==> src/rtl/tcv_pkg.sv <==
// Package: shared field positions, function codes, message codes and the
// per-function attribute lookup used by the tape command header validator.
package tcv_pkg;

    localparam int HDR_W  = 16;
    localparam int FUNC_W = 5;
    localparam int MODE_W = 4;
    localparam int FLAG_W = 4;
    localparam int TC_W   = 3;
    localparam int LIM_W  = MODE_W + 1;

    // header bit positions
    localparam int B_ACK  = 15;
    localparam int B_CVC  = 14;
    localparam int B_OPP  = 13;
    localparam int B_SWP  = 12;
    localparam int B_IE   = 7;

    // function codes
    localparam logic [FUNC_W-1:0] F_READ = 5'd1;
    localparam logic [FUNC_W-1:0] F_CHAR = 5'd4;
    localparam logic [FUNC_W-1:0] F_WRT  = 5'd5;
    localparam logic [FUNC_W-1:0] F_MEMW = 5'd6;
    localparam logic [FUNC_W-1:0] F_POS  = 5'd8;
    localparam logic [FUNC_W-1:0] F_FMT  = 5'd9;
    localparam logic [FUNC_W-1:0] F_CTL  = 5'd10;
    localparam logic [FUNC_W-1:0] F_INIT = 5'd11;
    localparam logic [FUNC_W-1:0] F_STAT = 5'd15;

    // reject flag bit positions
    localparam int FL_ADDR = 0;
    localparam int FL_CMD  = 1;
    localparam int FL_NEX  = 2;
    localparam int FL_LOCK = 3;

    // message header codes
    localparam logic [HDR_W-1:0] MSG_ILLEGAL = 16'h8111;
    localparam logic [HDR_W-1:0] MSG_NOEXEC  = 16'h8211;
    localparam logic [HDR_W-1:0] MSG_ATTN    = 16'h0013;

    typedef enum logic [1:0] {
        V_NONE  = 2'd0,
        V_DISP  = 2'd1,
        V_REJ   = 2'd2,
        V_READY = 2'd3
    } vkind_t;

    typedef struct packed {
        logic [LIM_W-1:0] mode_lim;
        logic             moves;
        logic             writes;
        logic             uses_buf;
    } fattr_t;

    typedef struct packed {
        vkind_t             kind;
        logic [TC_W-1:0]    tclass;
        logic [FLAG_W-1:0]  flags;
        logic [HDR_W-1:0]   msg;
        logic               irq;
        logic               vc_clear;
    } verdict_t;

    // Legal-mode count and attributes for one function code.
    function automatic fattr_t func_attr(input logic [FUNC_W-1:0] f);
        fattr_t a;
        a = '0;
        unique case (f)
            F_READ:  a = '{mode_lim: 5'd4, moves: 1'b1, writes: 1'b0, uses_buf: 1'b1};
            F_CHAR:  a = '{mode_lim: 5'd1, moves: 1'b0, writes: 1'b0, uses_buf: 1'b0};
            F_WRT:   a = '{mode_lim: 5'd2, moves: 1'b1, writes: 1'b1, uses_buf: 1'b1};
            F_MEMW:  a = '{mode_lim: 5'd1, moves: 1'b0, writes: 1'b0, uses_buf: 1'b1};
            F_POS:   a = '{mode_lim: 5'd5, moves: 1'b1, writes: 1'b0, uses_buf: 1'b0};
            F_FMT:   a = '{mode_lim: 5'd3, moves: 1'b1, writes: 1'b1, uses_buf: 1'b0};
            F_CTL:   a = '{mode_lim: 5'd5, moves: 1'b1, writes: 1'b0, uses_buf: 1'b0};
            F_INIT:  a = '{mode_lim: 5'd1, moves: 1'b0, writes: 1'b0, uses_buf: 1'b0};
            F_STAT:  a = '{mode_lim: 5'd1, moves: 1'b0, writes: 1'b0, uses_buf: 1'b0};
            default: a = '0;
        endcase
        return a;
    endfunction

endpackage

==> src/rtl/tcv_decode.sv <==
// Header decoder: splits the header into fields and looks up the function's
// legal-mode count and attributes. Purely combinational; assumes the header
// is stable while it is being judged.
module tcv_decode
    import tcv_pkg::*;
(
    input  logic [HDR_W-1:0]  hdr,
    output logic              ack,
    output logic              cvc,
    output logic              opp,
    output logic              swp,
    output logic              ie,
    output logic              mbz_bad,
    output logic [MODE_W-1:0] mode,
    output logic [FUNC_W-1:0] func,
    output logic              mode_bad,
    output logic              reverse,
    output fattr_t            attr
);

    // Field extraction and table lookup.
    always_comb begin
        ack      = hdr[B_ACK];
        cvc      = hdr[B_CVC];
        opp      = hdr[B_OPP];
        swp      = hdr[B_SWP];
        ie       = hdr[B_IE];
        mbz_bad  = |hdr[6:5];
        mode     = hdr[8 +: MODE_W];
        func     = hdr[0 +: FUNC_W];
        attr     = func_attr(func);
        mode_bad = ({1'b0, mode} >= attr.mode_lim);
        reverse  = ((func == F_READ) && (mode == 4'd1)) ||
                   ((func == F_POS)  && mode[0]);
    end

endmodule

==> src/rtl/tcv_check_chain.sv <==
// Priority check chain: applies the screening tests in their fixed order and
// forms one verdict. Assumes decoded fields and drive state are valid in the
// same cycle; the result is only meaningful when a header is strobed.
module tcv_check_chain
    import tcv_pkg::*;
#(
    parameter logic [HDR_W-1:0] ADDR_LIMIT = 16'h003F
)(
    input  logic              ack,
    input  logic              cvc,
    input  logic              ie,
    input  logic              mbz_bad,
    input  logic              mode_bad,
    input  logic              reverse,
    input  logic [FUNC_W-1:0] func,
    input  fattr_t            attr,
    input  logic [HDR_W-1:0]  addr_hi,
    input  logic              online,
    input  logic              wlock,
    input  logic              bot,
    input  logic              volchk,
    input  logic              need_buf,
    input  logic              attn,
    output verdict_t          verdict
);

    logic vc_eff;

    // Volume check as seen by the motion test after an optional clear.
    always_comb vc_eff = volchk && !cvc;

    // First failing check decides the verdict.
    always_comb begin
        verdict = '0;
        if (!ack) begin
            verdict.kind = V_READY;
            verdict.irq  = ie;
        end else if (need_buf && (func != F_CHAR)) begin
            verdict.kind   = V_REJ;
            verdict.tclass = 3'd3;
            verdict.irq    = ie;
        end else if (attn) begin
            verdict.kind   = V_REJ;
            verdict.tclass = 3'd1;
            verdict.msg    = MSG_ATTN;
            verdict.irq    = 1'b1;
        end else begin
            verdict.vc_clear = cvc;
            verdict.kind     = V_REJ;
            verdict.tclass   = 3'd3;
            verdict.irq      = ie;
            if (mbz_bad || mode_bad) begin
                verdict.flags[FL_CMD] = 1'b1;
                verdict.msg           = MSG_ILLEGAL;
            end else if (attr.moves && (vc_eff || !online)) begin
                verdict.flags[FL_NEX] = 1'b1;
                verdict.msg           = MSG_NOEXEC;
            end else if (attr.writes && wlock) begin
                verdict.flags[FL_NEX]  = 1'b1;
                verdict.flags[FL_LOCK] = 1'b1;
                verdict.msg            = MSG_NOEXEC;
            end else if (reverse && bot) begin
                verdict.flags[FL_NEX] = 1'b1;
                verdict.msg           = MSG_NOEXEC;
            end else if (attr.uses_buf && (addr_hi > ADDR_LIMIT)) begin
                verdict.flags[FL_ADDR] = 1'b1;
                verdict.msg            = MSG_ILLEGAL;
            end else begin
                verdict.kind   = V_DISP;
                verdict.tclass = '0;
                verdict.irq    = 1'b0;
            end
        end
    end

endmodule

==> src/rtl/tcv_out_reg.sv <==
// Output stage: captures the verdict and dispatch fields for one cycle per
// header strobe and returns to all-zero otherwise. Synchronous active-low
// reset.
module tcv_out_reg
    import tcv_pkg::*;
(
    input  logic              clk,
    input  logic              rst_n,
    input  logic              strobe,
    input  verdict_t          verdict,
    input  logic [FUNC_W-1:0] func,
    input  logic [MODE_W-1:0] mode,
    input  logic              opp,
    input  logic              swp,
    output logic              dispatch_o,
    output logic [FUNC_W-1:0] func_o,
    output logic [MODE_W-1:0] mode_o,
    output logic              opp_o,
    output logic              swap_o,
    output logic              reject_o,
    output logic [TC_W-1:0]   tclass_o,
    output logic [FLAG_W-1:0] flags_o,
    output logic [HDR_W-1:0]  msg_o,
    output logic              ready_o,
    output logic              irq_o,
    output logic              vc_clear_o
);

    logic take, is_disp;

    // Qualify the verdict with the strobe.
    always_comb begin
        take    = strobe && (verdict.kind != V_NONE);
        is_disp = take && (verdict.kind == V_DISP);
    end

    // Register one-cycle verdict pulses and their payload.
    always_ff @(posedge clk) begin
        if (!rst_n || !take) begin
            dispatch_o <= 1'b0;
            func_o     <= '0;
            mode_o     <= '0;
            opp_o      <= 1'b0;
            swap_o     <= 1'b0;
            reject_o   <= 1'b0;
            tclass_o   <= '0;
            flags_o    <= '0;
            msg_o      <= '0;
            ready_o    <= 1'b0;
            irq_o      <= 1'b0;
            vc_clear_o <= 1'b0;
        end else begin
            dispatch_o <= is_disp;
            func_o     <= is_disp ? func : '0;
            mode_o     <= is_disp ? mode : '0;
            opp_o      <= is_disp && opp;
            swap_o     <= is_disp && swp;
            reject_o   <= (verdict.kind == V_REJ);
            tclass_o   <= verdict.tclass;
            flags_o    <= verdict.flags;
            msg_o      <= verdict.msg;
            ready_o    <= (verdict.kind == V_READY);
            irq_o      <= verdict.irq;
            vc_clear_o <= verdict.vc_clear;
        end
    end

endmodule

==> src/rtl/tape_cmd_validator.sv <==
// Top: screens one tape command header per strobe against the drive state
// and answers one cycle later with dispatch, reject or ready. Assumes all
// inputs are synchronous to clk and valid together with hdr_valid_i.
module tape_cmd_validator
    import tcv_pkg::*;
#(
    parameter logic [15:0] ADDR_LIMIT = 16'h003F
)(
    input  logic        clk,
    input  logic        rst_n,
    input  logic        hdr_valid_i,
    input  logic [15:0] hdr_i,
    input  logic [15:0] addr_hi_i,
    input  logic        online_i,
    input  logic        wlock_i,
    input  logic        bot_i,
    input  logic        volchk_i,
    input  logic        need_buf_i,
    input  logic        attn_i,
    output logic        dispatch_o,
    output logic [4:0]  func_o,
    output logic [3:0]  mode_o,
    output logic        opp_o,
    output logic        swap_o,
    output logic        reject_o,
    output logic [2:0]  tclass_o,
    output logic [3:0]  flags_o,
    output logic [15:0] msg_o,
    output logic        ready_o,
    output logic        irq_o,
    output logic        vc_clear_o
);

    logic              ack, cvc, opp, swp, ie, mbz_bad, mode_bad, reverse;
    logic [MODE_W-1:0] mode;
    logic [FUNC_W-1:0] func;
    fattr_t            attr;
    verdict_t          verdict;

    tcv_decode u_decode (
        .hdr      (hdr_i),
        .ack      (ack),
        .cvc      (cvc),
        .opp      (opp),
        .swp      (swp),
        .ie       (ie),
        .mbz_bad  (mbz_bad),
        .mode     (mode),
        .func     (func),
        .mode_bad (mode_bad),
        .reverse  (reverse),
        .attr     (attr)
    );

    tcv_check_chain #(.ADDR_LIMIT(ADDR_LIMIT)) u_chain (
        .ack      (ack),
        .cvc      (cvc),
        .ie       (ie),
        .mbz_bad  (mbz_bad),
        .mode_bad (mode_bad),
        .reverse  (reverse),
        .func     (func),
        .attr     (attr),
        .addr_hi  (addr_hi_i),
        .online   (online_i),
        .wlock    (wlock_i),
        .bot      (bot_i),
        .volchk   (volchk_i),
        .need_buf (need_buf_i),
        .attn     (attn_i),
        .verdict  (verdict)
    );

    tcv_out_reg u_out (
        .clk        (clk),
        .rst_n      (rst_n),
        .strobe     (hdr_valid_i),
        .verdict    (verdict),
        .func       (func),
        .mode       (mode),
        .opp        (opp),
        .swp        (swp),
        .dispatch_o (dispatch_o),
        .func_o     (func_o),
        .mode_o     (mode_o),
        .opp_o      (opp_o),
        .swap_o     (swap_o),
        .reject_o   (reject_o),
        .tclass_o   (tclass_o),
        .flags_o    (flags_o),
        .msg_o      (msg_o),
        .ready_o    (ready_o),
        .irq_o      (irq_o),
        .vc_clear_o (vc_clear_o)
    );

endmodule

==> config.mk <==
export PLATFORM = sky130hd
export DESIGN_NAME = tape_cmd_validator
export DESIGN_NICKNAME = d
export VERILOG_FILES = /design/src/rtl/tcv_pkg.sv /design/src/rtl/tcv_decode.sv /design/src/rtl/tcv_check_chain.sv /design/src/rtl/tcv_out_reg.sv /design/src/rtl/tape_cmd_validator.sv
export SDC_FILE = /design/constraint.sdc
export NUM_CORES = 1
export LEC_CHECK = 0
export BUFFER_PORTS_ARGS = -buffer_cell sky130_fd_sc_hd__buf_2
export CORE_MARGIN = 4
export CORE_UTILIZATION = 44
export DETAILED_ROUTE_END_ITERATION = 6
export PLACE_DENSITY = 0.79
export RECOVER_POWER = 25
export SETUP_SLACK_MARGIN = 0.05
export SLEW_MARGIN = 15
export SYNTH_ARGS = -nofsm -noshare
export SYNTH_HDL_FRONTEND = slang
export SYNTH_SLANG_ARGS = --single-unit
export TNS_END_PERCENT = 50
==> constraint.sdc <==
create_clock -name clk -period 2.4 [get_ports clk]
set_clock_uncertainty 0.2 [all_clocks]
set_input_delay 0.12 -clock clk [delete_from_list [all_inputs] [get_ports clk]]
set_output_delay 0.12 -clock clk [all_outputs]
set_load 0.01 [all_outputs]
== After elaboration in Yosys (flattened, before gate mapping) ==
Memory sizes are Yosys's and may differ from the RTL's.
Cells that the tools add are included.

* Reductions and logical operators: 29
* Muxes and demuxes: 27
* Multiply operators: 0
* Divide/modulo/power cells: 0
* Equality and inequality tests: 7
* Bitwise gates (word level): 2
* Add/sub/neg operators: 0
* Order comparisons: 2
* Shifts and indexed selects: 0

{| class="wikitable"
|+ Operator list
! operator !! number
|-
| 16-bit two-way mux || 4
|-
| 5-bit two-way mux || 5
|-
| 17-bit two-way mux || 1
|-
| 16-bit by 6-bit > comparator with 1-bit output (second input constant) || 1
|-
| 1-bit logical AND || 12
|-
| 1-bit two-way mux || 12
|-
| 6-bit two-way mux || 2
|-
| 8-bit two-way mux || 1
|-
| 8-bit OR reduction || 1
|-
| 7-bit two-way mux || 1
|-
| 2-bit OR reduction || 3
|-
| 6-bit OR reduction || 1
|-
| 5-bit by 1-bit == test with 1-bit output (second input constant) || 1
|-
| 5-bit by 4-bit == test with 1-bit output (second input constant) || 1
|-
| 4-bit by 5-bit greater-or-equal comparator with 1-bit output || 1
|-
| 5-bit by 3-bit inequality test with 1-bit output (second input constant) || 1
|-
| 5-bit OR reduction || 1
|-
| 2-bit == test (second input constant) || 2
|-
| 4-bit by 1-bit == test with 1-bit output (second input constant) || 1
|-
| 1-bit logical NOT || 4
|-
| 1-bit logical OR || 4
|-
| 4-bit OR reduction || 1
|-
| 3-bit OR reduction || 1
|-
| 2-bit by 1-bit == test with 1-bit output (second input constant) || 1
|-
| 3 further kinds || 4
|}

* Bits in writable memories: 0
* Output and inout port bits: 39
* Flip-flop bits (word level): 39
* Memories: 1
* Latch bits: 0
* ROM bits: 96
* Logic and storage cells: 87

{| class="wikitable"
|+ Memories
! memory !! depth !! bits a word !! read ports !! clocked after memory_dff !! write ports !! RTL line !! source
|-
| (name not given) || 16 || 6 || 1 || 0 || 0 || tcv_pkg.sv:68 || <nowiki>unique case (f)</nowiki>
|}

== Depth between registers and ports, before layout ==
Gate-level depths: netlist of run 1.

* Word-level depth: 16
* Gate-level depth with buffers: 10
* Depth with buffers taken out: 9

== Modules after synthesis ==
Synthesis of run 1 repeated with hierarchy kept, for this count alone.

* Cells, all modules: 188
* Area total of the unflattened synthesis: 1811.7 µm²

{| class="wikitable"
|+ Modules (own cells, without submodules)
! module !! area an instance (µm²) !! cells an instance !! instances !! sequential area each (µm²)
|-
| tcv_out_reg || 1104.8 || 84 || 1 || 780.7
|-
| tcv_decode || 370.4 || 51 || 1 || 0.0
|-
| tcv_check_chain || 336.6 || 53 || 1 || 0.0
|}

== Worst setup path before layout of run 1 ==
No wires, ideal clock.

* Path kind: input to register
* Start point: input port hdr_i[1]
* End point: register u_out.irq_o
* Slack: 0.241 ns
* Stages: 9
* Path buffers: 0
* Arrival: 1.834 ns
* Cell sequence: inv_1 ha_1 nand2b_1 a211o_2 ha_1 nor4_1 o21a_1 nand3b_1 o41a_1

* Word-level cells in the longest chain between the ends: 15
* Elaborated cells between the ends (all ways): 35
* Those cells by class: 1 x order compare; 3 x eq/ne; 17 x mux; 13 x reduce/logical; 1 x memory

{| class="wikitable"
|+ RTL lines
! what !! RTL line !! source
|-
| from (decl) || tape_cmd_validator.sv:12 || <nowiki>input logic [15:0] hdr_i,</nowiki>
|-
| memory read 16 x 6 bit, or another cell as far along || n/a ||
|-
| 8-bit two-way mux, or another cell as far along || tcv_pkg.sv:68 ||
|-
| 1-bit logical AND / 1-bit logical OR (equally long branches) || tcv_check_chain.sv:65, tcv_decode.sv:33 ||
|-
| 5-bit two-way mux / 1-bit logical AND (equally long branches) || tcv_check_chain.sv:65, tcv_check_chain.sv:62 ||
|-
| 5-bit two-way mux || tcv_check_chain.sv:62 || <nowiki>end else if (reverse && bot) begin</nowiki>
|-
| 5-bit two-way mux || tcv_check_chain.sv:58 || <nowiki>end else if (attr.writes && wlock) begin</nowiki>
|-
| 6-bit two-way mux || tcv_check_chain.sv:55 || <nowiki>end else if (attr.moves && (vc_eff || !online)) begin</nowiki>
|-
| 7-bit two-way mux || tcv_check_chain.sv:52 || <nowiki>if (mbz_bad || mode_bad) begin</nowiki>
|-
| 5-bit two-way mux || tcv_check_chain.sv:42 || <nowiki>end else if (attn) begin</nowiki>
|-
| 5-bit two-way mux || tcv_check_chain.sv:38 || <nowiki>end else if (need_buf && (func != F_CHAR)) begin</nowiki>
|-
| 2-bit two-way mux || tcv_check_chain.sv:35 || <nowiki>if (!ack) begin</nowiki>
|-
| 2-bit nonzero test || tcv_out_reg.sv:33 || <nowiki>take = strobe && (verdict.kind != V_NONE);</nowiki>
|-
| 1-bit logical AND || tcv_out_reg.sv:33 ||
|-
| 1-bit logical NOT || tcv_out_reg.sv:39 || <nowiki>if (!rst_n || !take) begin</nowiki>
|-
| 1-bit logical OR || tcv_out_reg.sv:39 ||
|-
| to (signal assigned) || tcv_out_reg.sv:63 || <nowiki>irq_o <= verdict.irq;</nowiki>
|-
| to (decl) || tcv_out_reg.sv:25 || <nowiki>output logic irq_o,</nowiki>
|}

Parallel ways exist; a longest one is shown, timed or not.
A chain may end at the register's enable or synchronous reset.

== Worst setup path after layout of run 1 ==
* Start point: input port hdr_i[9]
* End point: register u_out.msg_o[0]

* Word-level cells in the longest chain between the ends: 16
* Elaborated cells between the ends (all ways): 23
* Those cells by class: 1 x order compare; 1 x eq/ne; 12 x mux; 9 x reduce/logical

{| class="wikitable"
|+ RTL lines
! what !! RTL line !! source
|-
| 4-bit by 1-bit == test with 1-bit output || tcv_decode.sv:33 || <nowiki>reverse = ((func == F_READ) && (mode == 4'd1)) ||</nowiki>
|-
| 1-bit logical AND || tcv_decode.sv:33 ||
|-
| 1-bit logical OR || tcv_decode.sv:33 ||
|-
| 1-bit logical AND || tcv_check_chain.sv:62 ||
|-
| 5-bit two-way mux || tcv_check_chain.sv:62 ||
|-
| 5-bit two-way mux || tcv_check_chain.sv:58 ||
|-
| 6-bit two-way mux || tcv_check_chain.sv:55 ||
|-
| 7-bit two-way mux || tcv_check_chain.sv:52 ||
|-
| 5-bit two-way mux || tcv_check_chain.sv:42 ||
|-
| 5-bit two-way mux || tcv_check_chain.sv:38 ||
|-
| 2-bit two-way mux || tcv_check_chain.sv:35 ||
|-
| 2-bit nonzero test || tcv_out_reg.sv:33 ||
|-
| 1-bit logical AND || tcv_out_reg.sv:33 ||
|-
| 1-bit logical NOT || tcv_out_reg.sv:39 ||
|-
| 1-bit logical OR || tcv_out_reg.sv:39 ||
|-
| 3-bit OR reduction (no source line) || n/a ||
|-
| to (signal assigned) || tcv_out_reg.sv:61 || <nowiki>msg_o <= verdict.msg;</nowiki>
|-
| to (decl) || tcv_out_reg.sv:23 || <nowiki>output logic [HDR_W-1:0] msg_o,</nowiki>
|}

Parallel ways exist; a longest one is shown, timed or not.

==> impl_results.md, run 1 <==
- Diode insertion count for antenna repair: 0
- Number of buffers on the longest clock path: 2
- Grt total ovfl: 0
- Via count: 1210
- Final net count: roughly 260
- Hold Violations, Final: 0
- Clock network fraction of total power: roughly 22%
- Maximum fanout encountered on the critical timing path: 18
- Crit path launch type: input port
- Net switching power figure: 202 uW
- Antenna violations before repair: 0
- Switch share: 26.0%
- Sequential share of the synthesized area: 36.1%
- Share of final-layout standard cells stronger than drive strength 1: 42.8%
- # DRC: 0
- Power share of the sequential group: 56.7%
- Count of buffers inserted at the top-level ports: 62
- Post-DR vias/cell: roughly 4.8
- Cell-internal power: 574 uW
- Area of the mapped netlist: between 0.001 and 0.0015 sq mm
- I/O pin total: 80
- HPWL after DPL: 2440 um
- Placement Rows: 20
- Critical path endpoint category: flop
- CTS resizes: 0
- Number of buffers and inverters on the critical path: 2
- Final design utilization: 62.3%
- Average wire per cell in the routed design: 13.0 um
- H-tree level count: 1
- Placed cell count: 233
- Clock slew at reported path FFs: 0.12 ns
- Gate family responsible for the most delay along the worst path: compound AO/OA/AOI/OAI gates
- Setup TNS: 0 ns
- Worst min path class: input port to flop
- Ordered cell list for the critical path: dlygate4sd3_1 -> buf_2 -> nor4_4 -> a32oi_2 -> o311ai_4 -> o41a_1
- Initial DRC Count: 40
- CTS tree: yes
- Clock sink count: 26
- Kind of critical path: input port to flop
- Pin count of the biggest net entering global routing: 19
- Pin slew with the least headroom to its limit: 0.992 ns
- Mean instance size in the synthesized netlist: about 12 sq um
- Worst path slowest cell: sky130_fd_sc_hd__o311ai_4
- Setup Buffers After CTS: 0
- Global Route Usage Sum: 15.9%
- Die width: 65.2 um
- Area of the core region: 0.00310 sq mm
- Clock root buffer master: sky130_fd_sc_hd__clkbuf_4
- Maximum vdd drop: 0.165 mV
- Distinct cells, synth: 46
- Synthesis-stage register bit count: 26
- Minimum clock period after layout: 2.24 ns
- Drt total wl: 3290 um
- Drt first pass iters: 4
- Number of buffers added by the clock tree synthesis step: 3
- Final Total Pwr: 775 uW
- Most used cells in the layout excluding fill and tap cells: sky130_fd_sc_hd__buf_2 (49), sky130_fd_sc_hd__dfxtp_1 (26), sky130_fd_sc_hd__dlygate4sd3_1 (16)
- Gpl congestion: 0.890
- Maximum cell stage delay along the critical path: 0.83 ns
- Leading cell type in the layout, fill and taps excluded: sky130_fd_sc_hd__buf_2
- Area growth, synth to finish: 34.0%
- Setup repair after global routing missed its margin: false
- Setup slack after placement: -0.0738 ns
- Number of global-route vias before repair: 1208
- Total setup violations reported at the end of the flow: 0
- Setup slack after layout: about 0.16 ns
- Required time of the critical path: about 2.5 ns
- Number of non-filler instances in the completed layout: 252
- Worst rel slew slack: 33.7%
- Pleak: just under 0.9 nW
- Period Utilization, post-route: a little over 90%
- Combinational fraction of design power: between 20% and 30%
- Arrival time at the worst endpoint: 2.30 ns
- Height of the chip: 65.2 um
- Starting Density: 46.5%
- Result of the run: finished, final reports clean
- DIE AREA: ~0.0043 sq mm
- P per Cell Area: between 400 and 500 mW/mm^2
- Count of pins over their slew limit: 0
- Number of routed nets with antenna violations: 0
- Cell count after synthesis: 124
- Achievable frequency: 0.447 GHz
- Global-route wire length before repair: 5320 um
- Warning count from the yosys run: 0
- Reported max-cap violation count: 0
-- worst paths after layout --
path	start	end	slack, ns	cells after the start
max	hdr_i[9]	u_out.msg_o[0]	0.16	6
min	rst_n	u_out.tclass_o[1]	0.007	4
-- metal layers --
layer	wire, um	track usage, %
met1	1280	17.9
met4	78	7.25
met5	0	0
met3	288	2.39
met2	1640	29.2
-- through the flow --
| stage | hold WS, ns | cell area, sq um |
|---|---|---|
| floorplan | 0.0417 | 1480 |
| global placement | 0.144 | 1770 |
| detailed placement | 0.147 | 1770 |
| CTS | 0.00210 | 1950 |
| global route | 0.0178 | 1930 |
| finish | 0.00728 | 1930 |
-- logic make-up (layout without fill, tap and decap cells) --
family,count (synthesis),count (layout),synth area share (%)
AND/OR/NAND/NOR,37,37,25.7
AO/OA/AOI/OAI,26,26,18.1
flip-flops,26,26,36.1
buffers and inverters,26,99,13.0
adder cells (fa/ha/maj),7,7,6.08
other,1,12,0.260
multiplexers,1,1,0.694
-- state kept, by name, summed over array words and instances (netlist names), 2 cells and up --
name	flops
u_out.mode_o	4
u_out.flags_o	3
u_out.msg_o	5
u_out.tclass_o	2
u_out.func_o	5
-- synthesized netlist by cell type (all sizes together) --
| master | count | area share (%) |
|---|---|---|
| a2111oi | 1 | 1.9 |
| a211o | 1 | 0.69 |
| a211oi | 1 | 1.4 |
| a21oi | 3 | 1.0 |
| a221o | 1 | 0.69 |
| a31o | 1 | 0.61 |
| a32o | 1 | 0.69 |
| a32oi | 1 | 1.1 |
| and2 | 3 | 1.4 |
| and2b | 1 | 0.61 |
| and3 | 1 | 0.43 |
| buf | 18 | 11 |
| conb | 1 | 0.26 |
| dfxtp | 26 | 36 |
| ha | 7 | 6.1 |
| inv | 8 | 2.1 |
| mux2i | 1 | 0.69 |
| nand2 | 4 | 1.6 |
| nand2b | 2 | 0.87 |
| nand3 | 1 | 1.2 |
| nand3b | 1 | 0.52 |
| nand4bb | 1 | 1.1 |
| nor2 | 1 | 0.26 |
| nor2b | 2 | 0.87 |
| nor3 | 4 | 3.2 |
| nor3b | 3 | 2.3 |
| nor4 | 7 | 5.8 |
| nor4b | 4 | 4.2 |
| o211ai | 1 | 0.87 |
| o21a | 1 | 0.52 |
| o21ai | 6 | 2.1 |
| o311a | 1 | 0.69 |
| o311ai | 1 | 1.8 |
| o31a | 4 | 2.4 |
| o41a | 2 | 1.6 |
| or3b | 1 | 0.61 |
| or4 | 1 | 0.78 |
-- repair_timing --
action                     in CTS  in global routing
setup endpoints to repair       0                  5
hold endpoints to repair       17                  0
hold buffers                   16                  0
-- power by group through the flow --
stage | Clock [mW] | Combinational (mW) | Sequential (mW)
floorplan | 0 | 0.0934 | 0.453
global placement | 0 | 0.141 | 0.449
detailed placement | 0 | 0.144 | 0.449
CTS | 0.176 | 0.163 | 0.439
global route | 0.196 | 0.179 | 0.441
finish | 0.173 | 0.163 | 0.440
-- cell type report --
type | count | area [sq um]
fill | 274 | 1170
multi-input combinational | 83 | 774
timing repair buffer | 88 | 529
sequential | 26 | 520
tap | 44 | 55.1
inverter | 8 | 30.0
clock buffer | 3 | 22.5
Power figures use the tool's default switching activity.
==> inputs of run 2 (changes only) <==
Clock period 2.4 ns to 2.2 ns, I/O delays scaled along.
==> impl_results.md, run 2 (synthesized netlist as in run 1, its figures left out) <==
- Final net count: 267 (+3.5%)
- Post-DR vias/cell: 4.63 (-3.5%)
- Launch point of the worst path: hdr_i[9]
- Share of final-layout standard cells stronger than drive strength 1: 45.2% (+2.4 points)
- Kind of critical path: input port to flop
- Hold Path Depth: 4 (unchanged)
- Setup slack after layout: 0.131 ns (-0.0325 ns)
- Number of global-route vias before repair: 1202 (-0.50%)
- Height of the chip: 65.2 um (unchanged)
- CTS tree: yes
- DIE AREA: 0.00426 sq mm (unchanged)
- Setup Buffers After CTS: 0 (unchanged)
- Placement Rows: 20 (unchanged)
- Pin slew with the least headroom to its limit: 0.582 ns (-0.411 ns)
- Starting Density: 46.5% (unchanged)
- Achievable frequency: 0.483 GHz
- Gpl congestion: 0.920 (+3.4%)
- HPWL after DPL: 2580 um (+6.0%)
- Clock slew at reported path FFs: 0.13 ns (about the same)
- Largest regs: u_out.func_o (5), u_out.msg_o (5), u_out.mode_o (4)
- P per Cell Area: 427 mW/mm^2 (+6.5%)
- Hold Violations, Final: 0 (unchanged)
- Global Route Usage Sum: 15.8% (-0.096 points)
- Diode insertion count for antenna repair: 0 (unchanged)
- Drt total wl: 3340 um (+1.5%)
- Leading cell type in the layout, fill and taps excluded: sky130_fd_sc_hd__buf_2
- Reported max-cap violation count: 0 (unchanged)
- Placed cell count: 241 (+3.4%)
- Initial DRC Count: 44 (+10%)
- Number of routed nets with antenna violations: 0 (unchanged)
- # DRC: 0 (unchanged)
- Clock root buffer master: sky130_fd_sc_hd__clkbuf_4
- Maximum vdd drop: 0.173 mV (+5.1%)
- H-tree level count: 1 (unchanged)
- Period Utilization, post-route: roughly 94%
- Antenna violations before repair: 0 (unchanged)
- Crit path launch type: input port
- Via count: 1209 (-0.083%)
- Grt total ovfl: 0 (unchanged)
- Fillcell total: 263 (-4.0%)
- Min-delay src: rst_n
- Number of buffers on the longest clock path: 2 (unchanged)
- Area of the core region: 0.00310 sq mm (unchanged)
- I/O pin total: 80 (unchanged)
- Number of buffers added by the clock tree synthesis step: 3 (unchanged)
- Clock sink count: 26 (unchanged)
- Die width: 65.2 um (unchanged)
- Setup repair after global routing missed its margin: false
- Worst min path class: input port to flop
- Required time of the critical path: 2.20 ns (-0.26 ns)
- Setup slack after placement: -0.172 ns (-0.0985 ns)
- Worst rel slew slack: 61.1% (+27 points)
- Most used cells in the layout excluding fill and tap cells: sky130_fd_sc_hd__buf_2 (49), sky130_fd_sc_hd__dfxtp_1 (26), sky130_fd_sc_hd__buf_4 (18)
- Global-route wire length before repair: 5300 um (-0.38%)
- Number of non-filler instances in the completed layout: 261 (+3.6%)
- Minimum clock period after layout: 2.07 ns
- Arrival time at the worst endpoint: 2.07 ns (-0.23 ns)
- Result of the run: finished, final reports clean
- Critical path endpoint category: flop
- Worst hold slack across all endpoints: 0.00820 ns (+0.000923 ns)
- Count of buffers inserted at the top-level ports: 62 (unchanged)
- Drt first pass iters: 4 (unchanged)
- Pin count of the biggest net entering global routing: 15 (-4)
- Count of pins over their slew limit: 0 (unchanged)
- Pleak: 0.931 nW (+5.1%)
- Area growth, synth to finish: 39.3%
- Maximum fanout encountered on the critical timing path: 11 (-7)
- Total setup violations reported at the end of the flow: 0 (unchanged)
- Average wire per cell in the routed design: 12.8 um (-2.0%)
- Final design utilization: 64.7% (+2.5 points)
run 2: cell count changes in the layout (fill, tap and decap cells not counted), sizes merged:
cell	before	now
buf	59	67
dlygate4sd3	16	17
run 2: final cells by class:
class	instances	area, sq um	share of cell area, %
Multi-Input combinational cell	83	781	38.9
Timing Repair Buffer	97	599	29.8
Sequential cell	26	520	25.9
Tap cell	44	55.1	2.74
Inverter	8	30.0	1.50
Clock buffer	3	22.5	1.12
run 2: worst paths after layout:
path	end	slack, ns
worst max-delay path	u_out.func_o[1]	0.13
worst min-delay path	u_out.tclass_o[1]	0.008
run 2: metal layers:
layer	up-vias	wire length (um)	track usage (%)
met5	-	0	0
met4	0	42	6.22
met3	4	262	2.39
met2	54	1640	29.3
met1	538	1390	18.0
li1	613	-	-
run 2: power breakdown:
group	total [mW]	internal [mW]	switching, mW
registers	0.479	0.478	0.00167
logic	0.193	0.0952	0.0976
clock network	0.186	0.0637	0.123
run 2: metrics by stage:
| stage | power [mW] | instance area (sq um) | setup TNS (ns) |
|---|---|---|---|
| after global routing | 0.902 | 2010 | 0 |
| after global placement | 0.656 | 1830 | -0.685 |
| final | 0.858 | 2010 | 0 |
| after floorplan | 0.596 | 1480 | 0 |
| after detailed placement | 0.659 | 1830 | -1.45 |
| after CTS | 0.861 | 2020 | 0 |
run 2: critical path: stages:
cell,delay (ns)
sky130_fd_sc_hd__dlygate4sd3_1,0.54
sky130_fd_sc_hd__buf_2,0.15
sky130_fd_sc_hd__nor4_4,0.21
sky130_fd_sc_hd__a32oi_2,0.17
sky130_fd_sc_hd__o311ai_4,0.57
sky130_fd_sc_hd__buf_4,0.26
sky130_fd_sc_hd__nor4_2,0.05
run 2: repair_timing:
item / CTS / global route
hold endpoints to repair: 18 / 0
gates resized for setup: 0 / 1
endpoints found under the setup margin: 0 / 8
hold buffers: 17 / 0
==> inputs of run 3 (changes only) <==
Settings changed: CTS_BUF_LIST from default to sky130_fd_sc_hd__clkbuf_16.
==> impl_results.md, run 3 (synthesized netlist as in run 1, its figures left out) <==
- Maximum vdd drop: 0.266 mV (+53%)
- Pin slew with the least headroom to its limit: 0.547 ns (-0.0343 ns)
- Pin count of the biggest net entering global routing: 15 (unchanged)
- CTS tree: yes
- Total setup violations reported at the end of the flow: 0 (unchanged)
- Starting Density: 46.5% (unchanged)
- Kind of critical path: input port to flop
- Achievable frequency: 0.488 GHz (+1.0%)
- Number of global-route vias before repair: 1182 (-1.7%)
- Worst rel slew slack: 63.5% (+2.4 points)
- Setup slack after layout: 0.152 ns (+0.0211 ns)
- Critical path endpoint category: flop
- Leading cell type in the layout, fill and taps excluded: sky130_fd_sc_hd__buf_2
- Minimum clock period after layout: 2.05 ns (-0.0211 ns)
- Height of the chip: 65.2 um (unchanged)
- Antenna violations before repair: 0 (unchanged)
- Area growth, synth to finish: 40.9%
- Clock root buffer master: sky130_fd_sc_hd__clkbuf_16
- Crit path launch type: input port
- Maximum fanout encountered on the critical timing path: 3 (-8)
- Hold Violations, Final: 0 (unchanged)
- Pleak: 0.943 nW (+1.3%)
- Count of pins over their slew limit: 0 (unchanged)
- Drt first pass iters: 4 (unchanged)
- Die width: 65.2 um (unchanged)
- Reported max-cap violation count: 0 (unchanged)
- Clock sink count: 26 (unchanged)
- Setup slack after placement: -0.172 ns (unchanged)
- Setup repair after global routing missed its margin: true
- Count of buffers inserted at the top-level ports: 62 (unchanged)
- # DRC: 0 (unchanged)
- Worst hold slack across all endpoints: 0.0131 ns (+0.00485 ns)
- Cell area after placement: 0.00183 sq mm (unchanged)
- Post-DR vias/cell: 4.64 (+0.21%)
- DIE AREA: 0.00426 sq mm (unchanged)
- Number of routed nets with antenna violations: 0 (unchanged)
- Final design utilization: 65.4% (+0.73 points)
- Largest regs: u_out.func_o (5), u_out.msg_o (5), u_out.mode_o (4)
- Initial DRC Count: 55 (+25%)
- HPWL after DPL: 2580 um (unchanged)
- Final net count: 263 (-1.5%)
- Number of buffers on the longest clock path: 2 (unchanged)
- Grt total ovfl: 0 (unchanged)
- Clock slew at reported path FFs: 0.06 ns (-0.07 ns)
- Arrival time at the worst endpoint: 1.99 ns (-0.08 ns)
- Global Route Usage Sum: 16.4% (+0.58 points)
- P per Cell Area: 517 mW/mm^2 (+21%)
- Most used cells in the layout excluding fill and tap cells: sky130_fd_sc_hd__buf_2 (49), sky130_fd_sc_hd__dfxtp_1 (26), sky130_fd_sc_hd__buf_4 (21)
- Global-route wire length before repair: 5390 um (+1.7%)
- Required time of the critical path: 2.14 ns (-0.06 ns)
- Share of final-layout standard cells stronger than drive strength 1: 48.8% (+3.7 points)
- Gpl congestion: 0.920 (unchanged)
- Drt total wl: 3430 um (+2.9%)
- Via count: 1193 (-1.3%)
- H-tree level count: 1 (unchanged)
- Worst min path class: input port to flop
- Average wire per cell in the routed design: 13.4 um (+4.5%)
- Area of all placed cells without fillers: 0.00203 sq mm (+1.1%)
- Final Total Pwr: 1.05 mW (+22%)
- Area of the core region: 0.00310 sq mm (unchanged)
- Diode insertion count for antenna repair: 0 (unchanged)
- Fillcell total: 266 (+1.1%)
- Placement Rows: 20 (unchanged)
- Period Utilization, post-route: 93.1% (-0.96 points)
- Result of the run: finished, final reports clean
- I/O pin total: 80 (unchanged)
- Number of buffers added by the clock tree synthesis step: 3 (unchanged)
## run 3: layout make-up
class	count	area, sq um	share of cell area (%)
flip-flops and latches	26	520	25.6
multi-input cells	83	798	39.3
clock buffers	3	75.1	3.70
repair buffers	93	552	27.2
inverters	8	30.0	1.48
well taps	44	55.1	2.71
## run 3: power breakdown
| part | internal (mW) | total, mW | switching [mW] |
|---|---|---|---|
| combinational | 0.0926 | 0.192 | 0.0994 |
| clock | 0.240 | 0.377 | 0.138 |
| sequential | 0.478 | 0.480 | 0.00169 |
| total | 0.810 | 1.05 | 0.239 |
## run 3: worst paths after layout
check,from,endpoint,slack (ns),cells after the start
setup / recovery,hdr_i[8],u_out.irq_o,0.15,8
hold / removal,need_buf_i,u_out.msg_o[15],0.01,3
## run 3: timing repair
item                       CTS  global route
hold endpoints to repair     9             1
setup endpoints to repair    0            18
resized for setup            0             5
hold buffers                 9             1
buffers inserted             0             3
## run 3: routing by layer
metal / share of wire, % / GRT usage (%)
met5: 0 / 0
met2: 50 / 29.6
met3: 5.9 / 1.88
met4: 1.9 / 6.99
met1: 42 / 19.5
## run 3: stage by stage
stage | cells | setup TNS (ns)
2_1_floorplan | 135 | 0
3_3_place_gp | 241 | -0.685
3_5_place_dp | 241 | -1.45
4_1_cts | 253 | 0
5_1_grt | 257 | 0
6_report | 257 | 0
## run 3: critical path, cell delays in order
cell and delay (ns):
sky130_fd_sc_hd__dlygate4sd3_1 0.52, sky130_fd_sc_hd__buf_2 0.11, sky130_fd_sc_hd__inv_1 0.06, sky130_fd_sc_hd__ha_1 0.30
sky130_fd_sc_hd__nor3b_2 0.22, sky130_fd_sc_hd__o21a_2 0.21, sky130_fd_sc_hd__nand3b_1 0.13, sky130_fd_sc_hd__o41a_1 0.32
